### config.mk
export PLATFORM = sky130hd
export DESIGN_NAME = pwm_match_timer
export DESIGN_NICKNAME = d
export VERILOG_FILES = /design/src/rtl/pwm_pkg.sv /design/src/rtl/pwm_prescaler.sv /design/src/rtl/pwm_match_unit.sv /design/src/rtl/pwm_edge_channel.sv /design/src/rtl/pwm_match_timer.sv
export SDC_FILE = /design/constraint.sdc
export NUM_CORES = 1
export LEC_CHECK = 0
export ABC_AREA = 1
export BUFFER_PORTS_ARGS = -buffer_cell sky130_fd_sc_hd__buf_2
export CORE_MARGIN = 1
export CORE_UTILIZATION = 45
export DETAILED_ROUTE_END_ITERATION = 8
export PLACE_DENSITY = 0.64
export REMOVE_ABC_BUFFERS = 1
export SYNTH_ARGS = -nofsm -noshare
export SYNTH_HDL_FRONTEND = slang
export SYNTH_SLANG_ARGS = --single-unit
### constraint.sdc
create_clock -name clk -period 2.33 [get_ports clk]
set_input_delay 0.233 -clock clk [delete_from_list [all_inputs] [get_ports clk]]
set_output_delay 0.233 -clock clk [all_outputs]
set_load 0.01 [all_outputs]
### src/rtl/pwm_pkg.sv
package pwm_pkg;
   // register addresses
   localparam int ADR_TCTL  = 0;
   localparam int ADR_PRESC = 1;
   localparam int ADR_MACT  = 2;
   localparam int ADR_OCTL  = 3;
   localparam int ADR_FLAG  = 4;
   localparam int ADR_TCNT  = 5;
   localparam int ADR_PCNT  = 6;
   localparam int ADR_MR0   = 8;
   // output control layout
   localparam int MODE_LSB  = 8;
   // action bit offsets inside each 3-bit match group
   localparam int ACT_IRQ   = 0;
   localparam int ACT_RST   = 1;
   localparam int ACT_HALT  = 2;
   localparam int ACT_BITS  = 3;
endpackage

### src/rtl/pwm_prescaler.sv
module pwm_prescaler #(
   parameter int TW = 16
)(
   input  logic          clk,
   input  logic          rst_n,
   input  logic          run,
   input  logic          hold_zero,
   input  logic [TW-1:0] limit,
   output logic [TW-1:0] pcnt,
   output logic          tick
);
   assign tick = run && !hold_zero && (pcnt == limit);

   always_ff @(posedge clk or negedge rst_n) begin
      if (!rst_n)          pcnt <= '0;
      else if (hold_zero)  pcnt <= '0;
      else if (run)        pcnt <= tick ? '0 : pcnt + 1'b1;
   end
endmodule

### src/rtl/pwm_match_unit.sv
module pwm_match_unit import pwm_pkg::*; #(
   parameter int TW = 16,
   parameter int NM = 7
)(
   input  logic                 tick,
   input  logic [TW-1:0]        tcnt,
   input  logic [NM-1:0][TW-1:0] cmp,
   input  logic [ACT_BITS*NM-1:0] act,
   output logic [NM-1:0]        evt,
   output logic [NM-1:0]        irq_set,
   output logic                 do_restart,
   output logic                 do_halt
);
   logic [NM-1:0] rst_hit;
   logic [NM-1:0] halt_hit;

   for (genvar k = 0; k < NM; k++) begin : g_cmp
      assign evt[k]      = tick && (tcnt == cmp[k]);
      assign irq_set[k]  = evt[k] && act[ACT_BITS*k + ACT_IRQ];
      assign rst_hit[k]  = evt[k] && act[ACT_BITS*k + ACT_RST];
      assign halt_hit[k] = evt[k] && act[ACT_BITS*k + ACT_HALT];
   end

   assign do_restart = |rst_hit;
   assign do_halt    = |halt_hit;
endmodule

### src/rtl/pwm_edge_channel.sv
module pwm_edge_channel (
   input  logic clk,
   input  logic rst_n,
   input  logic set_evt,
   input  logic clr_evt,
   input  logic enable,
   output logic pwm
);
   logic level_q;

   // a falling edge wins over a rising edge in the same tick
   always_ff @(posedge clk or negedge rst_n) begin
      if (!rst_n)       level_q <= 1'b0;
      else if (clr_evt) level_q <= 1'b0;
      else if (set_evt) level_q <= 1'b1;
   end

   assign pwm = enable & level_q;
endmodule

### src/rtl/pwm_match_timer.sv
module pwm_match_timer import pwm_pkg::*; #(
   parameter int TW  = 16,
   parameter int NCH = 6,
   parameter int DW  = 32,
   parameter int AW  = 4
)(
   input  logic          clk,
   input  logic          rst_n,
   input  logic          wr_en,
   input  logic [AW-1:0] addr,
   input  logic [DW-1:0] wdata,
   output logic [DW-1:0] rdata,
   output logic [NCH-1:0] pwm_o,
   output logic          irq_o
);
   localparam int NM  = NCH + 1;
   localparam int MCW = ACT_BITS * NM;

   if (NCH < 2 || NCH > 8) begin : g_bad_nch
      $error("pwm_match_timer: NCH must lie in 2..8");
   end
   if (TW < 2 || TW > DW) begin : g_bad_tw
      $error("pwm_match_timer: TW must lie in 2..DW");
   end
   if (MCW > DW || MODE_LSB + NCH - 1 > DW) begin : g_bad_dw
      $error("pwm_match_timer: DW too narrow for control words");
   end
   if (ADR_MR0 + NM > (1 << AW)) begin : g_bad_aw
      $error("pwm_match_timer: AW too narrow for compare registers");
   end

   logic                  run_q, hold_q;
   logic [TW-1:0]         presc_q;
   logic [MCW-1:0]        mact_q;
   logic [NCH-1:0]        oen_q;
   logic [NCH-1:0]        omode_q;
   logic [NM-1:0]         iflag_q;
   logic [NM-1:0][TW-1:0] cmp_q;
   logic [TW-1:0]         tcnt_q;
   logic [TW-1:0]         pcnt;
   logic                  tick;
   logic [NM-1:0]         evt, irq_set;
   logic                  do_restart, do_halt;
   logic                  unused_wbits;

   assign unused_wbits = ^wdata;

   function automatic logic hit(input logic [AW-1:0] a, input int target);
      return a == AW'(target);
   endfunction

   pwm_prescaler #(.TW(TW)) u_presc (
      .clk(clk), .rst_n(rst_n), .run(run_q), .hold_zero(hold_q),
      .limit(presc_q), .pcnt(pcnt), .tick(tick)
   );

   pwm_match_unit #(.TW(TW), .NM(NM)) u_match (
      .tick(tick), .tcnt(tcnt_q), .cmp(cmp_q), .act(mact_q),
      .evt(evt), .irq_set(irq_set),
      .do_restart(do_restart), .do_halt(do_halt)
   );

   // timer counter: halt freezes, restart zeroes, otherwise count ticks
   always_ff @(posedge clk or negedge rst_n) begin
      if (!rst_n)          tcnt_q <= '0;
      else if (hold_q)     tcnt_q <= '0;
      else if (do_halt)    tcnt_q <= tcnt_q;
      else if (do_restart) tcnt_q <= '0;
      else if (tick)       tcnt_q <= tcnt_q + 1'b1;
   end

   // control registers
   always_ff @(posedge clk or negedge rst_n) begin
      if (!rst_n) begin
         run_q   <= 1'b0;
         hold_q  <= 1'b0;
         presc_q <= '0;
         mact_q  <= '0;
         oen_q   <= '0;
         omode_q <= '0;
      end else begin
         if (do_halt)
            run_q <= 1'b0;
         else if (wr_en && hit(addr, ADR_TCTL))
            run_q <= wdata[0];
         if (wr_en && hit(addr, ADR_TCTL))  hold_q  <= wdata[1];
         if (wr_en && hit(addr, ADR_PRESC)) presc_q <= wdata[TW-1:0];
         if (wr_en && hit(addr, ADR_MACT))  mact_q  <= wdata[MCW-1:0];
         if (wr_en && hit(addr, ADR_OCTL)) begin
            oen_q   <= wdata[NCH-1:0];
            omode_q <= {wdata[MODE_LSB +: NCH-1], 1'b0};
         end
      end
   end

   // compare registers
   for (genvar k = 0; k < NM; k++) begin : g_cmpreg
      always_ff @(posedge clk or negedge rst_n) begin
         if (!rst_n)
            cmp_q[k] <= '0;
         else if (wr_en && hit(addr, ADR_MR0 + k))
            cmp_q[k] <= wdata[TW-1:0];
      end
   end

   // sticky flags: a new match wins over a clearing write
   logic [NM-1:0] flag_clr;
   assign flag_clr = (wr_en && hit(addr, ADR_FLAG)) ? wdata[NM-1:0] : '0;

   always_ff @(posedge clk or negedge rst_n) begin
      if (!rst_n) iflag_q <= '0;
      else        iflag_q <= (iflag_q & ~flag_clr) | irq_set;
   end

   assign irq_o = |iflag_q;

   // output channels; channel 0 has no mode select
   for (genvar i = 0; i < NCH; i++) begin : g_chan
      logic rise;
      if (i == 0) begin : g_single
         assign rise = evt[0];
      end else begin : g_dual
         assign rise = omode_q[i] ? evt[i] : evt[0];
      end
      pwm_edge_channel u_ch (
         .clk(clk), .rst_n(rst_n), .set_evt(rise), .clr_evt(evt[i+1]),
         .enable(oen_q[i]), .pwm(pwm_o[i])
      );
   end

   // read port
   always_comb begin
      rdata = '0;
      case (int'(addr))
         ADR_TCTL:  rdata[1:0] = {hold_q, run_q};
         ADR_PRESC: rdata[TW-1:0] = presc_q;
         ADR_MACT:  rdata[MCW-1:0] = mact_q;
         ADR_OCTL: begin
            rdata[NCH-1:0] = oen_q;
            rdata[MODE_LSB +: NCH-1] = omode_q[NCH-1:1];
         end
         ADR_FLAG:  rdata[NM-1:0] = iflag_q;
         ADR_TCNT:  rdata[TW-1:0] = tcnt_q;
         ADR_PCNT:  rdata[TW-1:0] = pcnt;
         default: begin
            for (int k = 0; k < NM; k++)
               if (hit(addr, ADR_MR0 + k)) rdata[TW-1:0] = cmp_q[k];
         end
      endcase
   end
endmodule

==> summary.md, run 1 <==
| Metric | Value |
|---|---|
| Post-synthesis adder-cell area fraction | less than 1% |
| CP Data Arrival Time | roughly 2100 ps |
| Ys async rst share | between 90% and 100% |
| Share of cells above drive strength 1 | about 17% |
| Max VDD drop | 822 uV |
| Reg power frac | between 40% and 50% |
| Die span in y | 164 um |
| I/O pins | just under 80 |
| R2R depth | 18 |
| DP Cell Count | between 1.5k and 2k |
| Post-route insts no fill | roughly 2.1k |
| CP Data Required Time | 2100 ps |
| H-tree levels | 1 |
| Hold path depth | 3 |
| Min Hold Slack | roughly 20 ps |
| Total CTS buffers | 25 |
| Row count | 58 |
| Synth area leaders | dfrtp_1 44%, nand2_1 16%, o21ai_0 8.2%, xnor2_1 5.9%, nor2_1 4.5% |
| P&R area growth vs syn | 20.7% |
| Status | finished clean |
| Worst-skew pair later-pin latency | about 520 ps |
| Crit path max fanout | 4 |
| DRT iter0 DRCs | about 1.3k |
| Total Die Area | roughly 27000 um2 |
| Port bufs | 55 |
| WS Path Type | reg2out |
| PwrDens | approximately 860 nW/um2 |
| Antenna diodes | 0 |
| Detail-routed via count per cell | between 5 and 6 |
| Unrepaired setup endpoints after global routing | true |
| Cell count after synthesis | 1581 |
| Compound-Gate Fraction of Synth Area | ~14% |
| DPL Wire Length | approximately 28 mm |
| Die width | 164 um |
| Synth area leader | dfrtp_1 |
| Endpoints failing hold | 0 |
| Post-DRT Antenna Nets | 0 |
| Setup WS pre-CTS | -217 ps |
| Synth Area in Simple Gates | approximately 25% |
| Post-synth EDFFs | 0 |
| Initial antenna violation count | 0 |
| Synth cell types | 43 |
| Ys Warns | 0 |
| Clk slew on worst S/H paths | roughly 60 ps |
| Vias in the first global route | slightly above 10k |
| Post-synthesis sequential area ratio | between 40% and 50% |
| Clock buffer depth | 3 |
| Max Slew Vio Count | 0 |
| Net Sw Power | around 0.0040 W |
| Clock network fraction of total power | 34.9% |
| Worst Skew | approximately 13 ps |
| Final setup violation count | 0 |
| Core Area | about 25000 um2 |
| Nets | 1756 |
| CTS root buf | clkbuf_16 |
| Top FF cell, synth | dfrtp_1 |
| Hold crit path type | in2reg |
| Setup slack after layout | about 49 ps |
| TritonCTS clock tree | yes |
| Portion of netlist area occupied by mux cells | 0% |
| Via count | around 11k |
| Largest net degree at the start of global routing | a little under 70 |
| Switching Share | between 30% and 40% |
| Largest family of logic cells by synthesized area | simple AND/OR/NAND/NOR gates |
| Synth Area in XOR/XNOR | around 8% |
| CP Launch Type | register |
| Drt first pass iters | 6 |
| Starting Density | 46.4% |
| Comb pwr share | ~25% |
| Residual DRC | 0 |
| P_leak | between 6 and 7 nW |
| GRT Util Overall | 28.8% |
| FF+latch count, synth | 207 |
| Final period utilization | roughly 98% |
| Dpl cell area | 12900 um2 |
| Average size of a mapped cell | 7.47 um2 |
| GR Overflow Total | 0 |
| Gp weighted congestion | around 0.94 |
| Final Routed Wirelength | 38.6 mm |
| Clock sink count | approximately 210 |
| Synth Cell Area | around 12000 um2 |
| First-pass GRT wire length | around 59 mm |
| Final Instance Area | 14300 um2 |
| Tmin final | between 2000 and 2500 ps |
| Crit end category | primary output |
| Number of max-cap violations | 0 |
| Worst slew pin tran | between 700 and 800 ps |
| FMAX | between 400 and 500 MHz |
| Int Pwr | ~0.0082 W |
| Synth top area share | 43.8% |
| Headroom to the max-slew limit | roughly 50% |
| Average wire per standard cell | between 15 and 20 um |
-- registers in the layout, indices dropped and copies added, names as in the netlist --
signal / count
u_presc.pcnt: 16
presc_q: 16
iflag_q: 7
mact_q: 21
tcnt_q: 16
omode_q: 5
run_q: 1
oen_q: 6
g_chan.u_ch.level_q: 6
hold_q: 1
cmp_q: 112
-- layout by cell type, fill, tap and decap left out, types with 11 or more instances in the layout --
| cell | instances |
|---|---|
| a21oi_1 | 30 |
| a221oi_1 | 14 |
| buf_2 | 54 |
| buf_4 | 112 |
| clkbuf_16 | 26 |
| conb_1 | 11 |
| dfrtp_1 | 195 |
| dfrtp_2 | 12 |
| inv_1 | 134 |
| inv_2 | 11 |
| nand2_1 | 479 |
| nand2_2 | 12 |
| nand3_1 | 52 |
| nand4_1 | 15 |
| nor2_1 | 130 |
| nor3_1 | 13 |
| o21ai_0 | 192 |
| o22ai_1 | 19 |
| xnor2_1 | 79 |
| xor2_1 | 32 |
-- final cells by class --
class                      instances  area, um2
clock inverter                    13        220
tap                              330        413
inverter                         147        556
clock buffer                      30        674
multi-input combinational       1148       5780
fill                            2363      11200
sequential                       207       5190
timing repair buffer             185       1420
timing repair inverter             1       7.51
-- metrics by stage --
| step | utilization (%) | total power [W] | setup TNS, ps |
|---|---|---|---|
| 2_1_floorplan | - | 0.00661 | 0 |
| 3_3_place_gp | 50.8 | 0.00768 | -787 |
| 3_5_place_dp | 50.8 | 0.00775 | -962 |
| 4_1_cts | 54.6 | 0.0121 | 0 |
| 5_1_grt | 56.0 | 0.0128 | -305 |
| 6_report | 56.0 | 0.0122 | 0 |
-- power by group through the flow --
stage | Clock (W) | Combinational [W] | Sequential (W)
after floorplan | 0 | 0.00178 | 0.00483
after global placement | 0 | 0.00275 | 0.00493
after detailed placement | 0 | 0.00280 | 0.00494
after CTS | 0.00433 | 0.00283 | 0.00490
after global routing | 0.00445 | 0.00337 | 0.00502
final | 0.00427 | 0.00302 | 0.00493
-- worst max-delay path, stage by stage, from the launching register on --
cell and delay [ps]:
dfrtp_1 400, buf_4 170, a221oi_1 480, o211ai_1 260, buf_2 210
-- synth_stat cells, types with 2 or more instances --
cell type,count
nand3_1,52
or2_2,3
inv_2,6
inv_1,140
buf_4,27
a31oi_1,6
nor2_1,142
nand2_1,490
ha_1,2
nor2_4,2
nand3_2,3
o221ai_1,3
o21ai_0,193
buf_2,9
nor3_1,13
a21oi_1,30
a221oi_1,17
o22ai_1,19
clkbuf_1,46
o211ai_1,3
dfrtp_1,207
buf_6,5
a2111oi_0,2
nand4_1,15
buf_1,2
xnor2_1,79
xor2_1,32
nand2_2,3
a211oi_1,3
a22o_1,7
o2111ai_1,8
-- routing by layer --
metal,track usage (%),vias to the layer above,share of wire (%)
li1,-,5323,-
met1,42.0,5316,45
met2,44.7,454,44
met3,4.04,63,8.4
met4,7.70,0,2.1
met5,0,-,0
-- final timing paths --
path | slack [ps] | endpoint | start
max | 50 | rdata[6] | u_presc.pcnt[6]
min | 20 | mact_q[16] | wdata[16]
max reg2reg | 110 | tcnt_q[3] | presc_q[7]
min reg2reg | 490 | presc_q[10] | presc_q[10]
max in group asynchronous | 1330 | cmp_q[14] | rst_n
min in group asynchronous | 270 | cmp_q[33] | rst_n
-- kinds of logic after synthesis --
family | Yosys count
simple gates | 727
compound gates | 296
buf+inv | 237
flops | 207
xor+xnor | 111
fa+ha+maj | 2
other cells | 1
-- repair_timing --
item / 4_1_cts / 5_1_grt
pin swaps: 1 / 11
gates resized for setup: 10 / 50
hold endpoints to repair: 67 / 0
endpoints found under the setup margin: 13 / 30
setup buffers: 0 / 21
cloned: 0 / 3
hold buffers: 6 / 0
(Power assumes the default switching activity.)
==> run 2, diff against run 1 <==
--- a/config.mk
+++ b/config.mk
@@ -5,7 +5,7 @@
 export SDC_FILE = /design/constraint.sdc
 export NUM_CORES = 1
 export LEC_CHECK = 0
-export ABC_AREA = 1
+export ABC_AREA = 0
 export BUFFER_PORTS_ARGS = -buffer_cell sky130_fd_sc_hd__buf_2
 export CORE_MARGIN = 1
 export CORE_UTILIZATION = 45
==> run 2 against run 1 <==
The flow now finishes with violations (setup timing). Die area shrank 1.4%. Sequential cell count is the same. Sequential share of layout area shrank 1.3 points.
==> summary.md, run 2 <==
| Metric | Value |
|---|---|
| Portion of netlist area occupied by mux cells | around 16% |
| PwrDens | around 800 nW/um2 |
| Worst slew pin tran | 631 ps |
| Setup slack after layout | -115 ps |
| GRT Util Overall | a little under 30% |
| Number of max-cap violations | 0 |
| Via count | approximately 9.6k |
| Final period utilization | 105% |
| Top Registers | cmp_q (112), mact_q (21) |
| Residual DRC | 0 |
| Detail-routed via count per cell | between 6 and 7 |
| Util after Layout | roughly 59% |
| P_leak | approximately 6.1 nW |
| Worst r2r dst | tcnt_q[11] |
| Average wire per standard cell | between 20 and 25 um |
| GR Overflow Total | 0 |
| Ys Warns | 0 |
| Max VDD drop | about 530 uV |
| Final Instance Area | 14800 um2 |
| Starting Density | between 40% and 50% |
| Nets | 1289 |
| Share of cells above drive strength 1 | roughly two fifths |
| Met3 Use GR | 5.35% |
| Worst Skew | 19.9 ps |
| Worst-skew pair later-pin latency | 530 ps |
| R2R depth | 11 |
| Most frequent cells in the layout | 194 x dfrtp_1, 161 x mux2_2, 143 x buf_4 |
| # fillers | approximately 2.1k |
| Synth top area share | between 40% and 50% |
| Post-DRT Antenna Nets | 0 |
| Synth area leaders | dfrtp_1 44%, mux2_2 16%, xnor2_1 9.8%, a22oi_1 4.3%, nand2_1 2.3% |
| FF+latch count, synth | approximately 210 |
| Average size of a mapped cell | approximately 11 um2 |
| Compound-Gate Fraction of Synth Area | 11.5% |
| Synth area leader | dfrtp_1 |
| Post-synthesis adder-cell area fraction | less than 1% |
| Ys async rst share | 100% |
| Vias in the first global route | between 9k and 10k |
| Post-synthesis sequential area ratio | approximately 44% |
| I/O pins | between 70 and 80 |
| Synth Cell Area | around 12000 um2 |
| First-pass GRT wire length | about 58 mm |
| Clock buffer depth | 3 |
| HP Start | wdata[13] |
| P&R area growth vs syn | 27.0% |
| Port bufs | 55 |
| Die span in y | between 150 and 200 um |
| Row count | 58 |
| FMAX | roughly 410 MHz |
| Hold EP | cmp_q[77] |
| Tmin final | roughly 2400 ps |
| CTS root buf | clkbuf_16 |
| CP Data Required Time | roughly 2800 ps |
| Crit end category | register |
| Final setup violation count | 16 |
| Clock sink count | 207 |
| Core Area | 25300 um2 |
| Synth Area in XOR/XNOR | a little over a tenth |
| Status | complete, but fails checks |
| RR Startpoint | tcnt_q[10] |
| Largest family of logic cells by synthesized area | multiplexers |
| Total CTS buffers | 24 |
| Crit path max fanout | 7 |
| Met2 usage | between 40% and 50% |
| Final Routed Wirelength | between 30 and 40 mm |
| Unrepaired setup endpoints after global routing | true |
| Hold crit path type | in2reg |
| H-tree levels | 1 |
| Post-route insts no fill | between 1.5k and 2k |
| Initial antenna violation count | 0 |
| Failing checks | setup timing |
| DP Cell Count | approximately 1.5k |
| Min Hold Slack | around 120 ps |
| Commonest non-fill, non-tap cell in the layout | dfrtp_1 |
| Synth cell types | 60 |
| Drt first pass iters | 6 |
| CP Data Arrival Time | ~2900 ps |
| Gp weighted congestion | approximately 0.96 |
| Top reg by flops | cmp_q |
| Endpoints failing hold | 0 |
| Dpl cell area | approximately 13000 um2 |
| DRT iter0 DRCs | between 900 and 1k |
| Max Slew Vio Count | 0 |
| DPL Wire Length | between 20 and 30 mm |
| Synth top cells by count | 207 x dfrtp_1, 161 x mux2_2, 130 x xnor2_1 |
| Antenna diodes | 0 |
| TritonCTS clock tree | yes |
| CP Launch Type | register |
| Largest net degree at the start of global routing | 60 |
| Met1 Use GR | ~43% |
| R2r setup slk | -120 ps |
| Post-synth EDFFs | 0 |
| Synth Area in Simple Gates | ~13% |
| Top FF cell, synth | dfrtp_1 |
| Clk slew on worst S/H paths | 60 ps |
| Total Die Area | 26500 um2 |
| Hold path depth | 2 |
| WS Path Type | reg2reg |
| Die width | roughly 160 um |
| Fin Setup TNS | -1140 ps |
| Cell count after synthesis | roughly 1.1k |
| Headroom to the max-slew limit | between 50 and 60% |
| Most common cell in the netlist | dfrtp_1 |
| GR peak layer | met2 |
| Max reg flops | between 100 and 150 |
## run 2: changes by cell type in the layout (fill, tap and decap cells not counted), moves of 27 or more
cell,change
nand2_1,-410
o21ai_0,-182
mux2_2,+161
inv_1,-123
nor2_1,-92
a22oi_1,+53
buf_4,+31
xnor2_1,+30
nand4_1,+27
## run 2: what timing repair did
action,CTS,global route
setup buffers,12,12
resized for setup,50,47
hold endpoints to repair,59,0
pin swaps,15,18
cloned,0,2
setup endpoints to repair,27,30
hold buffers,6,0
## run 2: kinds of logic (layout without fill, tap and decap cells)
group                      after synthesis  count (layout)
adders and majority gates                2               2
DFF                                    207             207
AOI/OAI and AO/OA                      179             179
buffers and inverters                  109             289
xor gates and xnor gates               140             140
muxes                                  161             161
other                                    1              11
and+or+nand+nor                        277             277
## run 2: area by class of cell
cell class / instances / area (um2) / area share, %
multi-input cells: 770 / 6380 / 43.2
flip-flops and latches: 207 / 5200 / 35.1
repair buffers: 234 / 1900 / 12.9
clock buffers: 31 / 667 / 4.51
well taps: 330 / 413 / 2.79
clock inverters: 13 / 183 / 1.24
inverters: 11 / 41.3 / 0.279
## run 2: metal layers
layer,vias to the layer above,wire (um)
met2,482,17000
met1,4792,16600
li1,4237,-
met4,0,1470
met5,-,0
met3,82,3410
## run 2: power breakdown
| group | leakage [nW] | internal, W | switching, W |
|---|---|---|---|
| combinational | 3.13 | 0.00140 | 0.00124 |
| sequential | 2.57 | 0.00432 | 0.000841 |
| clock | 0.425 | 0.00247 | 0.00155 |
## run 2: metrics by stage
step	total power [W]	setup slack, ps
2_1_floorplan	0.00644	-501
3_3_place_gp	0.00752	-216
3_5_place_dp	0.00758	-232
4_1_cts	0.0117	-7.08
5_1_grt	0.0123	-197
6_report	0.0118	-115
## run 2: worst max path at each step
stage	start	to	slack (ps)	cells past startpoint
after floorplan	hold_q	tcnt_q[11]	-500	7
after global placement	tcnt_q[14]	tcnt_q[13]	-220	9
after detailed placement	tcnt_q[9]	tcnt_q[13]	-230	9
after CTS	tcnt_q[0]	tcnt_q[0]	-7	13
after global routing	tcnt_q[10]	tcnt_q[1]	-200	11
final	tcnt_q[10]	tcnt_q[11]	-120	11
## run 2: critical path, stage by stage, from the launching register on
cell and delay [ps]:
dfrtp_2 490, buf_6 170, xnor2_1 130, nand4_1 190, nor4_2 60, buf_4 160
buf_6 110, a22oi_2 200, nand3_1 120, or2_4 320, clkbuf_16 190, o31ai_4 210
==> run 3, diff against run 2 <==
--- a/config.mk
+++ b/config.mk
@@ -10,7 +10,9 @@
 export CORE_MARGIN = 1
 export CORE_UTILIZATION = 45
 export DETAILED_ROUTE_END_ITERATION = 8
+export MAX_ROUTING_LAYER = met4
 export PLACE_DENSITY = 0.64
+export RECOVER_POWER = 100
 export REMOVE_ABC_BUFFERS = 1
 export SYNTH_ARGS = -nofsm -noshare
 export SYNTH_HDL_FRONTEND = slang
==> run 3 against run 2 <==
The flow still finishes with violations (setup timing). Largest cell class unchanged. Count of clock-buffer cells in the layout rose by 6. Critical endpoint unchanged. Sequential power barely moved. Die area did not move. Routed wire length fell by 0.21%. Global-route usage rose by 0.57 points. Highest routed layer unchanged. Final cell count fell by 0.19%.
==> summary.md, run 3 (synthesis results as in run 2) <==
| Metric | Value |
|---|---|
| Hold crit path type | in2reg |
| Die span in y | between 150 and 200 um |
| Port bufs | 55 |
| Tmin final | between 2000 and 2500 ps |
| Via count | around 9.6k |
| Crit end category | register |
| Core Area | 25300 um2 |
| Failing checks | setup timing |
| Util after Layout | 57.3% |
| P_leak | 5.95 nW |
| Top Registers | cmp_q (112), mact_q (21) |
| Worst Skew | 21.5 ps |
| CTS root buf | clkbuf_16 |
| Clock sink count | 207 |
| Setup crit end | tcnt_q[11] |
| Total CTS buffers | 24 |
| TritonCTS clock tree | yes |
| Top reg by flops | cmp_q |
| Average wire per standard cell | 24.1 um |
| DP Cell Count | 1531 |
| PwrDens | approximately 790 nW/um2 |
| Clock buffer depth | 3 |
| Post-route insts no fill | around 1.6k |
| Total Die Area | around 27000 um2 |
| Drt first pass iters | 6 |
| Vias in the first global route | roughly 9.1k |
| DRT iter0 DRCs | 955 |
| Final period utilization | 107% |
| Gp weighted congestion | around 0.97 |
| Residual DRC | 0 |
| Nets | ~1.3k |
| Endpoints failing hold | 0 |
| CP startpoint | tcnt_q[3] |
| R2r setup slk | -160 ps |
| Number of max-cap violations | 0 |
| Antenna diodes | 0 |
| Initial antenna violation count | 0 |
| Final Routed Wirelength | ~38 mm |
| Final setup violation count | 26 |
| P&R area growth vs syn | 24.2% |
| Row count | between 50 and 60 |
| CP Data Arrival Time | approximately 3000 ps |
| Max VDD drop | roughly 480 uV |
| Status | complete, but fails checks |
| Setup slack after layout | -156 ps |
| H-tree levels | 1 |
| GR Overflow Total | 0 |
| Starting Density | ~46% |
| WS Path Type | reg2reg |
| GRT Util Overall | ~30% |
| CP Data Required Time | roughly 2800 ps |
| Detail-routed via count per cell | ~6.0 |
| Unrepaired setup endpoints after global routing | true |
| Most frequent cells in the layout | 195 x dfrtp_1, 161 x mux2_2, 123 x buf_4 |
| Design Power | approximately 0.011 W |
| RR Startpoint | tcnt_q[3] |
| Worst-skew pair later-pin latency | roughly 540 ps |
| CP Launch Type | register |
| I/O pins | 78 |
| Die width | 163 um |
| Worst slew pin tran | roughly 1200 ps |
| FMAX | between 400 and 500 MHz |
| First-pass GRT wire length | between 50 and 60 mm |
| Headroom to the max-slew limit | between 20% and 30% |
| Largest net degree at the start of global routing | 79 |
| Clk slew on worst S/H paths | around 60 ps |
| Crit path max fanout | 7 |
| Share of cells above drive strength 1 | 37.8% |
| Post-DRT Antenna Nets | 0 |
| Worst r2r dst | tcnt_q[11] |
| R2R depth | 9 |
| DPL Wire Length | about 28 mm |
| Commonest non-fill, non-tap cell in the layout | dfrtp_1 |
| Max Slew Vio Count | 0 |
| Max reg flops | ~110 |
==> run 3: worst min-delay path by stage <==
stage | start | to | slack (ps) | cells past startpoint
2_1_floorplan | rst_n | cmp_q[0] | -60 | 0
3_3_place_gp | rst_n | presc_q[2] | 270 | 1
3_5_place_dp | rst_n | mact_q[0] | 270 | 1
4_1_cts | wdata[5] | iflag_q[5] | 90 | 4
5_1_grt | wdata[5] | iflag_q[5] | 110 | 4
6_report | wdata[5] | iflag_q[5] | 100 | 4
==> run 3: through the flow <==
stage | TNS (ps) | setup slack, ps | cell area (um2) | hold slack (ps)
6_report | -2150 | -156 | 14500 | 104
3_5_place_dp | -2820 | -211 | 13300 | 273
5_1_grt | -4410 | -211 | 14500 | 106
3_3_place_gp | -2820 | -233 | 13300 | 269
2_1_floorplan | -16070 | -501 | 11200 | -62.6
4_1_cts | -777 | -91.4 | 14300 | 86.1
==> run 3: worst max-delay path: stages, from the launching register on <==
cell and delay (ps):
dfrtp_2 450, buf_12 160, xnor2_2 130, nand4_1 170, nor4_4 90, a222oi_1 470, nand4_1 200, or2_4 330
buf_12 160, o31ai_4 230
==> run 3: power by group <==
| group | total [W] | switching, W | internal (W) |
|---|---|---|---|
| registers | 0.00514 | 0.000817 | 0.00432 |
| logic | 0.00266 | 0.00126 | 0.00140 |
| clock network | 0.00362 | 0.00153 | 0.00209 |
| total | 0.0114 | 0.00360 | 0.00782 |
==> run 3: timing repair <==
action / in CTS / in global routing
hold buffers: 6 / 0
gates cloned: 0 / 1
buffers inserted: 2 / 13
pin swaps: 9 / 17
gates resized for setup: 38 / 41
setup endpoints to repair: 27 / 30
endpoints found under the hold margin: 76 / 0
==> run 3: final cells by class <==
type	count	area [um2]
flip-flops and latches	207	5190
repair buffers	232	1780
inverters	11	41.3
multi-input cells	770	6290
well taps	330	413
fillers	2134	10800
clock inverters	6	43.8
clock buffers	37	709
==> run 3: layer usage <==
layer  track usage, %  share of wire, %
met5                -                 0
met4             10.0               3.3
met3             5.19               8.0
met2             43.5                44
met1             42.0                44
